--- src/rtl/tfc_pkg.sv ---
package tfc_pkg;

   typedef enum logic [2:0] {
      VW_RAW     = 3'd0,
      VW_TAG     = 3'd1,
      VW_QWAIT   = 3'd2,
      VW_QTRY    = 3'd3,
      VW_SEMWAIT = 3'd4,
      VW_SEMTRY  = 3'd5
   } view_e;

   localparam int TAG_E_BIT   = 0;
   localparam int TAG_F_BIT   = 1;
   localparam int TAG_T_BIT   = 16;
   localparam int TAG_Q_BIT   = 17;
   localparam int TAG_CNT_LSB = 18;
   localparam int TAG_DEP_LSB = 28;
   localparam int TAG_DEP_W   = 4;

endpackage

--- src/rtl/tfc_ring.sv ---
module tfc_ring #(
   parameter int DATA_W = 64,
   parameter int DEPTH  = 8,
   localparam int PW    = $clog2(DEPTH)
) (
   input  logic              clk,
   input  logic              rst_n,
   input  logic              wr_en,
   input  logic [PW-1:0]     wr_idx,
   input  logic [DATA_W-1:0] wr_data,
   input  logic [PW-1:0]     rd_idx,
   output logic [DATA_W-1:0] rd_data
);

   logic [DATA_W-1:0] slot_q [DEPTH];

   for (genvar i = 0; i < DEPTH; i++) begin : g_slot
      always_ff @(posedge clk) begin
         if (!rst_n)
            slot_q[i] <= '0;
         else if (wr_en && wr_idx == PW'(i))
            slot_q[i] <= wr_data;
      end
   end

   assign rd_data = slot_q[rd_idx];

endmodule

--- src/rtl/tfc_waitset.sv ---
module tfc_waitset #(
   parameter int ID_W  = 2,
   localparam int NREQ = 2 ** ID_W
) (
   input  logic            clk,
   input  logic            rst_n,
   input  logic            park_en,
   input  logic [ID_W-1:0] park_id,
   input  logic            release_en,
   output logic            wake_valid,
   output logic [NREQ-1:0] wake_mask
);

   logic [NREQ-1:0] held_q;

   for (genvar i = 0; i < NREQ; i++) begin : g_held
      always_ff @(posedge clk) begin
         if (!rst_n)
            held_q[i] <= 1'b0;
         else if (release_en)
            held_q[i] <= 1'b0;
         else if (park_en && park_id == ID_W'(i))
            held_q[i] <= 1'b1;
      end
   end

   always_ff @(posedge clk) begin
      if (!rst_n) begin
         wake_valid <= 1'b0;
         wake_mask  <= '0;
      end else begin
         wake_valid <= release_en && (held_q != '0);
         wake_mask  <= release_en ? held_q : '0;
      end
   end

   // a pulse always empties the held set and names someone
   assert_wake_clears_R7 : assert property (@(posedge clk) disable iff (!rst_n)
      wake_valid |-> (held_q == '0 && wake_mask != '0));

   // a parked requester is held on the next cycle
   assert_park_held_R6 : assert property (@(posedge clk) disable iff (!rst_n)
      (park_en && !release_en) |=> held_q[$past(park_id)]);

endmodule

--- src/rtl/tfc_tagpack.sv ---
module tfc_tagpack
   import tfc_pkg::*;
#(
   parameter int DATA_W   = 64,
   parameter int CW       = 4,
   parameter int DEP_CODE = 3
) (
   input  logic              empty,
   input  logic              full,
   input  logic              tbit,
   input  logic [CW-1:0]     count,
   output logic [DATA_W-1:0] word
);

   always_comb begin
      word = '0;
      word[TAG_E_BIT]              = empty;
      word[TAG_F_BIT]              = full;
      word[TAG_T_BIT]              = tbit;
      word[TAG_Q_BIT]              = 1'b1;
      word[TAG_CNT_LSB +: CW]      = count;
      word[TAG_DEP_LSB +: TAG_DEP_W] = TAG_DEP_W'(DEP_CODE);
   end

endmodule

--- src/rtl/tagged_fifo_cell.sv ---
module tagged_fifo_cell
   import tfc_pkg::*;
#(
   parameter int DATA_W = 64,
   parameter int DEPTH  = 8,
   parameter int ID_W   = 2,
   localparam int NREQ  = 2 ** ID_W
) (
   input  logic              clk,
   input  logic              rst_n,
   input  logic              acc_valid,
   input  logic              acc_write,
   input  logic [2:0]        acc_view,
   input  logic [ID_W-1:0]   acc_id,
   input  logic [DATA_W-1:0] acc_wdata,
   output logic              rsp_valid,
   output logic              rsp_blocked,
   output logic [DATA_W-1:0] rsp_rdata,
   output logic              wake_valid,
   output logic [NREQ-1:0]   wake_mask
);

   localparam int PW = $clog2(DEPTH);
   localparam int CW = PW + 1;
   localparam logic [CW-1:0] FULL_CNT = CW'(DEPTH);
   localparam logic [CW-1:0] ONE_CNT  = CW'(1);

   if (DEPTH < 2 || (DEPTH & (DEPTH - 1)) != 0) begin : g_bad_depth
      $error("DEPTH must be a power of two of at least 2");
   end
   if (CW > TAG_DEP_LSB - TAG_CNT_LSB) begin : g_bad_cnt
      $error("entry count does not fit its status field");
   end
   if (DATA_W < TAG_DEP_LSB + TAG_DEP_W) begin : g_bad_width
      $error("DATA_W too narrow for the status word");
   end
   if (ID_W < 1) begin : g_bad_id
      $error("ID_W must be at least 1");
   end

   logic            e_q, f_q, t_q;
   logic [CW-1:0]   cnt_q;
   logic [PW-1:0]   rptr_q;

   view_e view;
   logic  is_q, waitv, q_rd, q_wr, rd_stall, wr_stall, stall, q_go;
   logic  do_pop, do_push, raw_wr, tag_wr, sem_acc;
   logic  ring_we;
   logic [PW-1:0]     ring_widx;
   logic [DATA_W-1:0] head, tag_word, rdata_c;

   assign view     = view_e'(acc_view);
   assign is_q     = (view == VW_QWAIT) || (view == VW_QTRY);
   assign waitv    = (view == VW_QWAIT);
   assign q_rd     = acc_valid && !acc_write && is_q;
   assign q_wr     = acc_valid && acc_write && is_q;
   assign rd_stall = q_rd && waitv && e_q;
   assign wr_stall = q_wr && waitv && f_q;
   assign stall    = rd_stall || wr_stall;
   assign q_go     = (q_rd || q_wr) && !stall;
   assign do_pop   = q_rd && !stall && (cnt_q != '0);
   assign do_push  = q_wr && !stall && (cnt_q != FULL_CNT);
   assign raw_wr   = acc_valid && acc_write && (view == VW_RAW) && (cnt_q != '0);
   assign tag_wr   = acc_valid && acc_write && (view == VW_TAG);
   assign sem_acc  = acc_valid && ((view == VW_SEMWAIT) || (view == VW_SEMTRY));

   assign ring_we   = do_push || raw_wr;
   assign ring_widx = do_push ? PW'(rptr_q + cnt_q[PW-1:0])
                              : PW'(rptr_q + cnt_q[PW-1:0] - 1'b1);

   tfc_ring #(.DATA_W(DATA_W), .DEPTH(DEPTH)) u_ring (
      .clk     (clk),
      .rst_n   (rst_n),
      .wr_en   (ring_we),
      .wr_idx  (ring_widx),
      .wr_data (acc_wdata),
      .rd_idx  (rptr_q),
      .rd_data (head)
   );

   tfc_tagpack #(.DATA_W(DATA_W), .CW(CW), .DEP_CODE(PW)) u_pack (
      .empty (e_q),
      .full  (f_q),
      .tbit  (t_q),
      .count (cnt_q),
      .word  (tag_word)
   );

   tfc_waitset #(.ID_W(ID_W)) u_wait (
      .clk        (clk),
      .rst_n      (rst_n),
      .park_en    (stall),
      .park_id    (acc_id),
      .release_en (q_go),
      .wake_valid (wake_valid),
      .wake_mask  (wake_mask)
   );

   always_ff @(posedge clk) begin
      if (!rst_n) begin
         e_q    <= 1'b1;
         f_q    <= 1'b0;
         t_q    <= 1'b0;
         cnt_q  <= '0;
         rptr_q <= '0;
      end else begin
         if (tag_wr) begin
            t_q <= acc_wdata[TAG_T_BIT];
            e_q <= acc_wdata[TAG_E_BIT];
            f_q <= acc_wdata[TAG_F_BIT];
            if (acc_wdata[TAG_E_BIT]) cnt_q <= '0;
         end
         if (q_rd) begin
            f_q <= 1'b0;
            if (do_pop) begin
               rptr_q <= rptr_q + 1'b1;
               cnt_q  <= cnt_q - 1'b1;
            end
            if (!stall && cnt_q <= ONE_CNT) e_q <= 1'b1;
         end
         if (q_wr) begin
            e_q <= 1'b0;
            if (do_push) cnt_q <= cnt_q + 1'b1;
            if (!stall && cnt_q >= FULL_CNT - ONE_CNT) f_q <= 1'b1;
         end
      end
   end

   always_comb begin
      rdata_c = '0;
      if (!acc_write) begin
         case (view)
            VW_RAW:              rdata_c = head;
            VW_TAG:              rdata_c = tag_word;
            VW_QWAIT, VW_QTRY:   rdata_c = do_pop ? head : '0;
            VW_SEMWAIT, VW_SEMTRY: rdata_c = '0;
            default:             rdata_c = '1;
         endcase
      end
   end

   always_ff @(posedge clk) begin
      if (!rst_n) begin
         rsp_valid   <= 1'b0;
         rsp_blocked <= 1'b0;
         rsp_rdata   <= '0;
      end else begin
         rsp_valid   <= acc_valid;
         rsp_blocked <= stall;
         rsp_rdata   <= acc_valid ? rdata_c : '0;
      end
   end

   // count never exceeds the depth
   assert_cnt_bound_R4 : assert property (@(posedge clk) disable iff (!rst_n)
      cnt_q <= FULL_CNT);

   // the push that fills the cell raises full
   assert_full_set_R4 : assert property (@(posedge clk) disable iff (!rst_n)
      (do_push && cnt_q == FULL_CNT - ONE_CNT) |=> (f_q && cnt_q == FULL_CNT));

   // the pop that drains the cell raises empty
   assert_drain_empty_R5 : assert property (@(posedge clk) disable iff (!rst_n)
      (do_pop && cnt_q == ONE_CNT) |=> (e_q && cnt_q == '0));

   // a waiting access moves nothing and is flagged
   assert_stall_holds_R6 : assert property (@(posedge clk) disable iff (!rst_n)
      stall |=> ($stable(cnt_q) && $stable(rptr_q) && rsp_blocked));

   // setting empty through the status view drops the count
   assert_ctrl_empty_R3 : assert property (@(posedge clk) disable iff (!rst_n)
      (tag_wr && acc_wdata[TAG_E_BIT]) |=> (e_q && cnt_q == '0));

   // semaphore views leave the cell untouched
   assert_sem_quiet_R9 : assert property (@(posedge clk) disable iff (!rst_n)
      sem_acc |=> ($stable(cnt_q) && $stable(e_q) && $stable(f_q) &&
                   $stable(rptr_q) && rsp_rdata == '0 && !rsp_blocked));

   // each request is answered on the next cycle
   assert_rsp_follow_R11 : assert property (@(posedge clk) disable iff (!rst_n)
      acc_valid |=> rsp_valid);

endmodule

--- config.mk ---
export PLATFORM = sky130hd
export DESIGN_NAME = tagged_fifo_cell
export DESIGN_NICKNAME = d
export VERILOG_FILES = /design/src/rtl/tfc_pkg.sv /design/src/rtl/tfc_ring.sv /design/src/rtl/tfc_waitset.sv /design/src/rtl/tfc_tagpack.sv /design/src/rtl/tagged_fifo_cell.sv
export SDC_FILE = /design/constraint.sdc
export NUM_CORES = 1
export LEC_CHECK = 0
export BUFFER_PORTS_ARGS = -buffer_cell sky130_fd_sc_hd__buf_4
export CORE_ASPECT_RATIO = 1.1
export CORE_UTILIZATION = 55
export DETAILED_ROUTE_END_ITERATION = 6
export PLACE_DENSITY = 0.76
export SLEW_MARGIN = 20
export SYNTH_ARGS = -nofsm -noshare
export SYNTH_HDL_FRONTEND = slang
export SYNTH_SLANG_ARGS = --single-unit
--- constraint.sdc ---
create_clock -name clk -period 6.8 [get_ports clk]
set_input_delay 0.68 -clock clk [delete_from_list [all_inputs] [get_ports clk]]
set_output_delay 0.68 -clock clk [all_outputs]
set_load 0.01 [all_outputs]
# == Word-level counts from Yosys, hierarchy flattened ==
# Memories as Yosys holds them, arrays and structs flattened. A register that Yosys moved wholly into a read port is not among the register bits.
# Index checks and enable logic that the tools add are counted.
# op_classes
add_sub_neg,5
magnitude_cmp,2
n_eq_ne,16
n_mux,52
bitwise_logic,10
n_reduce_logical,48
# op_table
op,n
64-bit 2-to-1 mux,9
64-bit case mux with 4 select lines,1
1-bit 2-to-1 mux,33
1-bit logical AND,31
4-bit 2-to-1 mux,6
3-bit equality test (second input constant),6
3-bit by 2-bit equality test with 1-bit output (second input constant),4
3-bit 2-to-1 mux,3
1-bit OR,8
4-bit nonzero test,2
3-bit by 1-bit equality test with 1-bit output (second input constant),2
3-bit logical NOT,2
2-bit OR reduction,3
4-bit by 1-bit adder with 4-bit output (second input constant),1
2-bit equality test (second input constant),2
4-bit by 3-bit >= comparator with 1-bit output (second input constant),1
4-bit by 1-bit <= comparator with 1-bit output (second input constant),1
1-bit logical OR,4
4-bit inequality test (second input constant),1
2-bit AND reduction,2
4-bit by 1-bit subtractor with 4-bit output (second input constant),1
3-bit by 1-bit adder with 3-bit output (second input constant),1
3-bit adder,1
3-bit OR reduction,1
other kinds (5),7
# word_totals
ff_bits,85
ram_bits,512
input_bits,73
output_inout_bits,71
elab_cells,148
mem_count,1
# mem_list
memory,words,width,rd,rd_ports_with_merged_regs,wr,line_no,rtl
u_ring.slot_q,8,64,1,1,8,tfc_ring.sv:15,logic [DATA_W-1:0] slot_q [DEPTH];

# == Depth between registers and ports, before layout ==
# depth
depth_word,16
ltp_mapped,9
mapped_depth_nobuf,8

# == By module ==
# From an unflattened synthesis, not the netlist that was laid out.
# unflattened
hier_cells,1872
hier_area_um2,26530.4
# by_module_without_submodules
module,instances,cells_per_inst,area_per_inst_um2,seq_area_each_um2
tfc_ring,1,1445,22522.9,15374.7
tagged_fifo_cell,1,333,3241.9,1521.5
tfc_tagpack,1,66,488.0,0.0
tfc_waitset,1,28,277.8,180.2

# == Worst setup path before layout ==
# Ideal clock, no wire load.
# synth_timing
kind,reg2reg
start,reg cnt_q[0]
end,mem u_ring.slot_q[5][0] (enable)
setup_ns,0.574
t_arrival_ns,6.591
t_required_ns,6.226
slack_ns,-0.366
stages_incl_launch_ff,8
path_buffers,0
period_less_slack_ns,7.166
cell_sequence,dfxtp_1 -> ha_1 -> fa_1 -> inv_1 -> ha_1 -> xnor2_4 -> a32oi_1 -> o21ai_0
# synth_lines
item,line_no,rtl
from (decl),tagged_fifo_cell.sv:42,logic [CW-1:0] cnt_q;
from (signal assigned),tagged_fifo_cell.sv:117,cnt_q <= cnt_q - 1'b1;
from (signal assigned),tagged_fifo_cell.sv:123,if (do_push) cnt_q <= cnt_q + 1'b1;
to (decl),tfc_ring.sv:15,

==> flow_summary_export.csv <==
group,metric,value,unit
status,run_status,"finished, violations left",
status,violations_in_the_final_reports,"DRC",
routing,detail-route-antenna-nets,0,
worst_setup_path,worst_r2r_endpoint,"u_ring.slot_q[3][61]",
die,area_of_the_die,0.0464,mm²
power,peakVddDrop,0.220,mV
die,io_pins,144,
timing,report.final.hold_viol_count,0,
placed_design,place.detailed.hpwl,32000,µm
timing,final_max_slew_viol_count,0,
timing,timing_worst_slew_pin_value,1.14,ns
clocking,tritoncts_num_sinks,600,
yosys,ys_seq_area_frac,0.685,
worst_setup_path,cp_max_fo,48,
yosys,syn-mean-instance-area,14.6,µm²
min_path,hp-class,"primary input to flip-flop",
yosys,synth_cell_type_count,57,
timing,max-slew-margin-rel,0.234,
die,core_area,0.0447,mm²
clocking,clk_path_buf_depth,3,
yosys,asyncSetResetFlopFracSynth,0,
placed_design,gpl.final_weighted_congestion,0.808,
yosys,number_of_enable_type_register_cells_in_the_synthesized_netlist,512,
routing,metal1_wirelength,22400,µm
yosys,synth_fp_nets,1796,
worst_setup_path,cp_data_arrival_time,4.56,ns
clocking,post_cts_hold_buffer_count,0,
clocking,cts_tree,"yes",
grt,grt_first_pass_wirelength,90500,µm
die,die_y,226,µm
grt,gr-total-overflow,0,
worst_setup_path,critical_path_startpoint_category,"flip-flop",
worst_setup_path,timing.reg2reg.worst_path_depth,8,
routing,remaining_drc_errors,4,
clocking,clk_pin_slew,0.07,ns
finish,fin_nets,1905,
min_path,worst_hold_path.endpoint,"rsp_blocked",
timing,fin_hold_ws,0.282,ns
clocking,postcts_setup_bufs,0,
grt,antenna_violations_before_repair,0,
die,initial_cell_density_of_the_core,0.560,
timing,finalSetupViolations,0,
clocking,clockRootBuffer,"sky130_fd_sc_hd__clkbuf_16",
finish,final_layout_size_suffix_gt1_frac,0.229,
yosys,synth_ff_type,"sky130_fd_sc_hd__edfxtp_1",
routing,highest-signal-layer,"met4",
clocking,cts_resized,0,
worst_setup_path,r2r-start,"cnt_q[0]",
grt,first_global_vias,15600,
yosys,netlist_instances,1716,
finish,syn2layout_area_growth,14.3,%
routing,routed-via-count,15100,
min_path,min_path_cells,2,
worst_setup_path,timing.critical_path.to_type,"flip-flop",
routing,detail_route.first_pass.iterations,7,
timing,grt_setup_unrepaired,"false",
timing,fmax,234,MHz
clocking,insertion_delay,0.62,ns
yosys,synth-seq-cells,600,
worst_setup_path,r2r_slack,2.53,ns
yosys,syn-cell-area,0.0250,mm²
finish,antenna-diode-count,0,
worst_setup_path,criticalPathCategory,"flip-flop to flip-flop",
routing,routed-wl-met2,30100,µm
routing,drt-wirelength-per-cell,24.2,µm
die,chipWidth,205,µm
job,max-cap-violations,0,
clocking,cts_max_level,2,
timing,final.min_clock_period,4.27,ns
power,power.total,7.61,mW
timing,timing.clock.skew,0.0107,ns
power,power.density,266,mW/mm²
finish,final.fill_count,3173,
routing,met3_routed_wirelength,4810,µm
clocking,cts_made_buffers,56,
routing,drt_iter0_markers,1565,
min_path,worst_hold_startpoint,"acc_view[0]",
yosys,synth-warning-count,0,
grt,grt_start_max_net_pins,62,
worst_setup_path,endpoint_required_time_on_the_critical_path,7.09,ns
timing,post-route-period-util,0.627,
routing,drt-total-wl,59500,µm
grt,globalRouteTotalUtil,0.265,
power,leakagePower,9.43,nW
placed_design,place.port_buffers,143,
routing,avgViaCountPerCell,6.15,
die,num_rows,81,
[layer usage]
layer	vias to the layer above	global-route usage
met1	7589	0.339
met5	-	0
met2	733	0.451
met4	0	0.111
met3	157	0.0413
li1	6601	-
[state kept, by name, indices dropped and copies added, names as in the netlist, named ones only]
| register | flops |
|---|---|
| u_ring.slot_q | 512 |
| u_wait.wake_mask | 4 |
| rsp_rdata | 64 |
| rptr_q | 3 |
| rsp_blocked | 1 |
| u_wait.held_q | 4 |
| t_q | 1 |
| rsp_valid | 1 |
| u_wait.wake_valid | 1 |
| cnt_q | 4 |
| e_q | 1 |
| f_q | 1 |
[layout make-up]
type                            instances  area (µm²)  share of cell area
Timing Repair Buffer                  178        1450              0.0505
Sequential cell                       600       17100               0.599
Multi-Input combinational cell        981        7430               0.260
Clock inverter                         24         231             0.00809
Tap cell                              581         727              0.0254
Inverter                                8        30.0             0.00105
Clock buffer                           81        1600              0.0559
[Yosys cell counts (7+ instances only)]
library cell               instances  share of area
sky130_fd_sc_hd__a21oi_1          12         0.0024
sky130_fd_sc_hd__mux2_2           12         0.0054
sky130_fd_sc_hd__dfxtp_1          88          0.070
sky130_fd_sc_hd__nor3_1            7         0.0014
sky130_fd_sc_hd__a222oi_1          7         0.0028
sky130_fd_sc_hd__buf_2            57          0.011
sky130_fd_sc_hd__clkbuf_1         46         0.0069
sky130_fd_sc_hd__inv_1             8         0.0012
sky130_fd_sc_hd__o21ai_0          64          0.013
sky130_fd_sc_hd__mux2i_1          59          0.024
sky130_fd_sc_hd__o21ai_1          67          0.013
sky130_fd_sc_hd__edfxtp_1        512           0.61
sky130_fd_sc_hd__mux4_2          128           0.12
sky130_fd_sc_hd__buf_1            18         0.0027
sky130_fd_sc_hd__nor2_1          532          0.080
[worst max-delay path by stage]
| stage | cells after the start | slack, ns | startpoint | to |
|---|---|---|---|---|
| floorplan | 7 | -0.29 | cnt_q[0] | u_ring.slot_q[6][0] |
| global placement | 7 | 2.50 | acc_view[2] | u_ring.slot_q[3][7] |
| detailed placement | 7 | 2.37 | acc_view[2] | u_ring.slot_q[3][8] |
| CTS | 8 | 2.65 | cnt_q[0] | u_ring.slot_q[3][51] |
| global route | 8 | 2.46 | cnt_q[0] | u_ring.slot_q[3][14] |
| finish | 8 | 2.53 | cnt_q[0] | u_ring.slot_q[3][61] |
[stage by stage]
step / std cells / util / setup TNS, ns / setup slack, ns / cell area (µm²)
6_report: 2453 / 0.640 / 0 / 2.53 / 28600
5_1_grt: 2453 / 0.640 / 0 / 2.46 / 28600
4_1_cts: 2451 / 0.639 / 0 / 2.65 / 28600
3_5_place_dp: 2346 / 0.598 / 0 / 2.37 / 26700
3_3_place_gp: 2345 / 0.598 / 0 / 2.50 / 26700
2_1_floorplan: 1716 / - / -37.20 / -0.291 / 25000
[logic make-up after synthesis]
kind of cell	after synthesis	synth area share
buf+inv	135	0.0240
simple gates	590	0.0952
compound gates	179	0.0440
fa+ha+maj	7	0.00380
mux	199	0.144
xor+xnor	6	0.00420
flops	600	0.685
[power breakdown]
group	internal, mW	total (mW)	switching (mW)
clock	1.78	3.13	1.35
sequential	4.10	4.14	0.0353
combinational	0.117	0.335	0.218
[worst max-delay path, cell delays in order, from the launching register on]
cell,delay (ns)
sky130_fd_sc_hd__dfxtp_1,0.49
sky130_fd_sc_hd__inv_1,0.11
sky130_fd_sc_hd__ha_1,0.28
sky130_fd_sc_hd__and3b_1,0.29
sky130_fd_sc_hd__nor3_2,0.18
sky130_fd_sc_hd__buf_4,0.61
sky130_fd_sc_hd__mux2i_1,0.50
sky130_fd_sc_hd__o21ai_4,1.01
sky130_fd_sc_hd__buf_12,0.38
[cell usage in the layout (no fill, tap or decap), drive strengths merged, types with 8 or more instances in the layout]
cell type  count
a32oi          8
mux2i         59
o21ai        131
a21oi         12
edfxtp       512
buf          178
mux2          12
mux4         128
clkbuf        81
nor4           8
dfxtp         88
nor2         532
clkinv        19
inv            8
(Power assumes the default switching activity.)
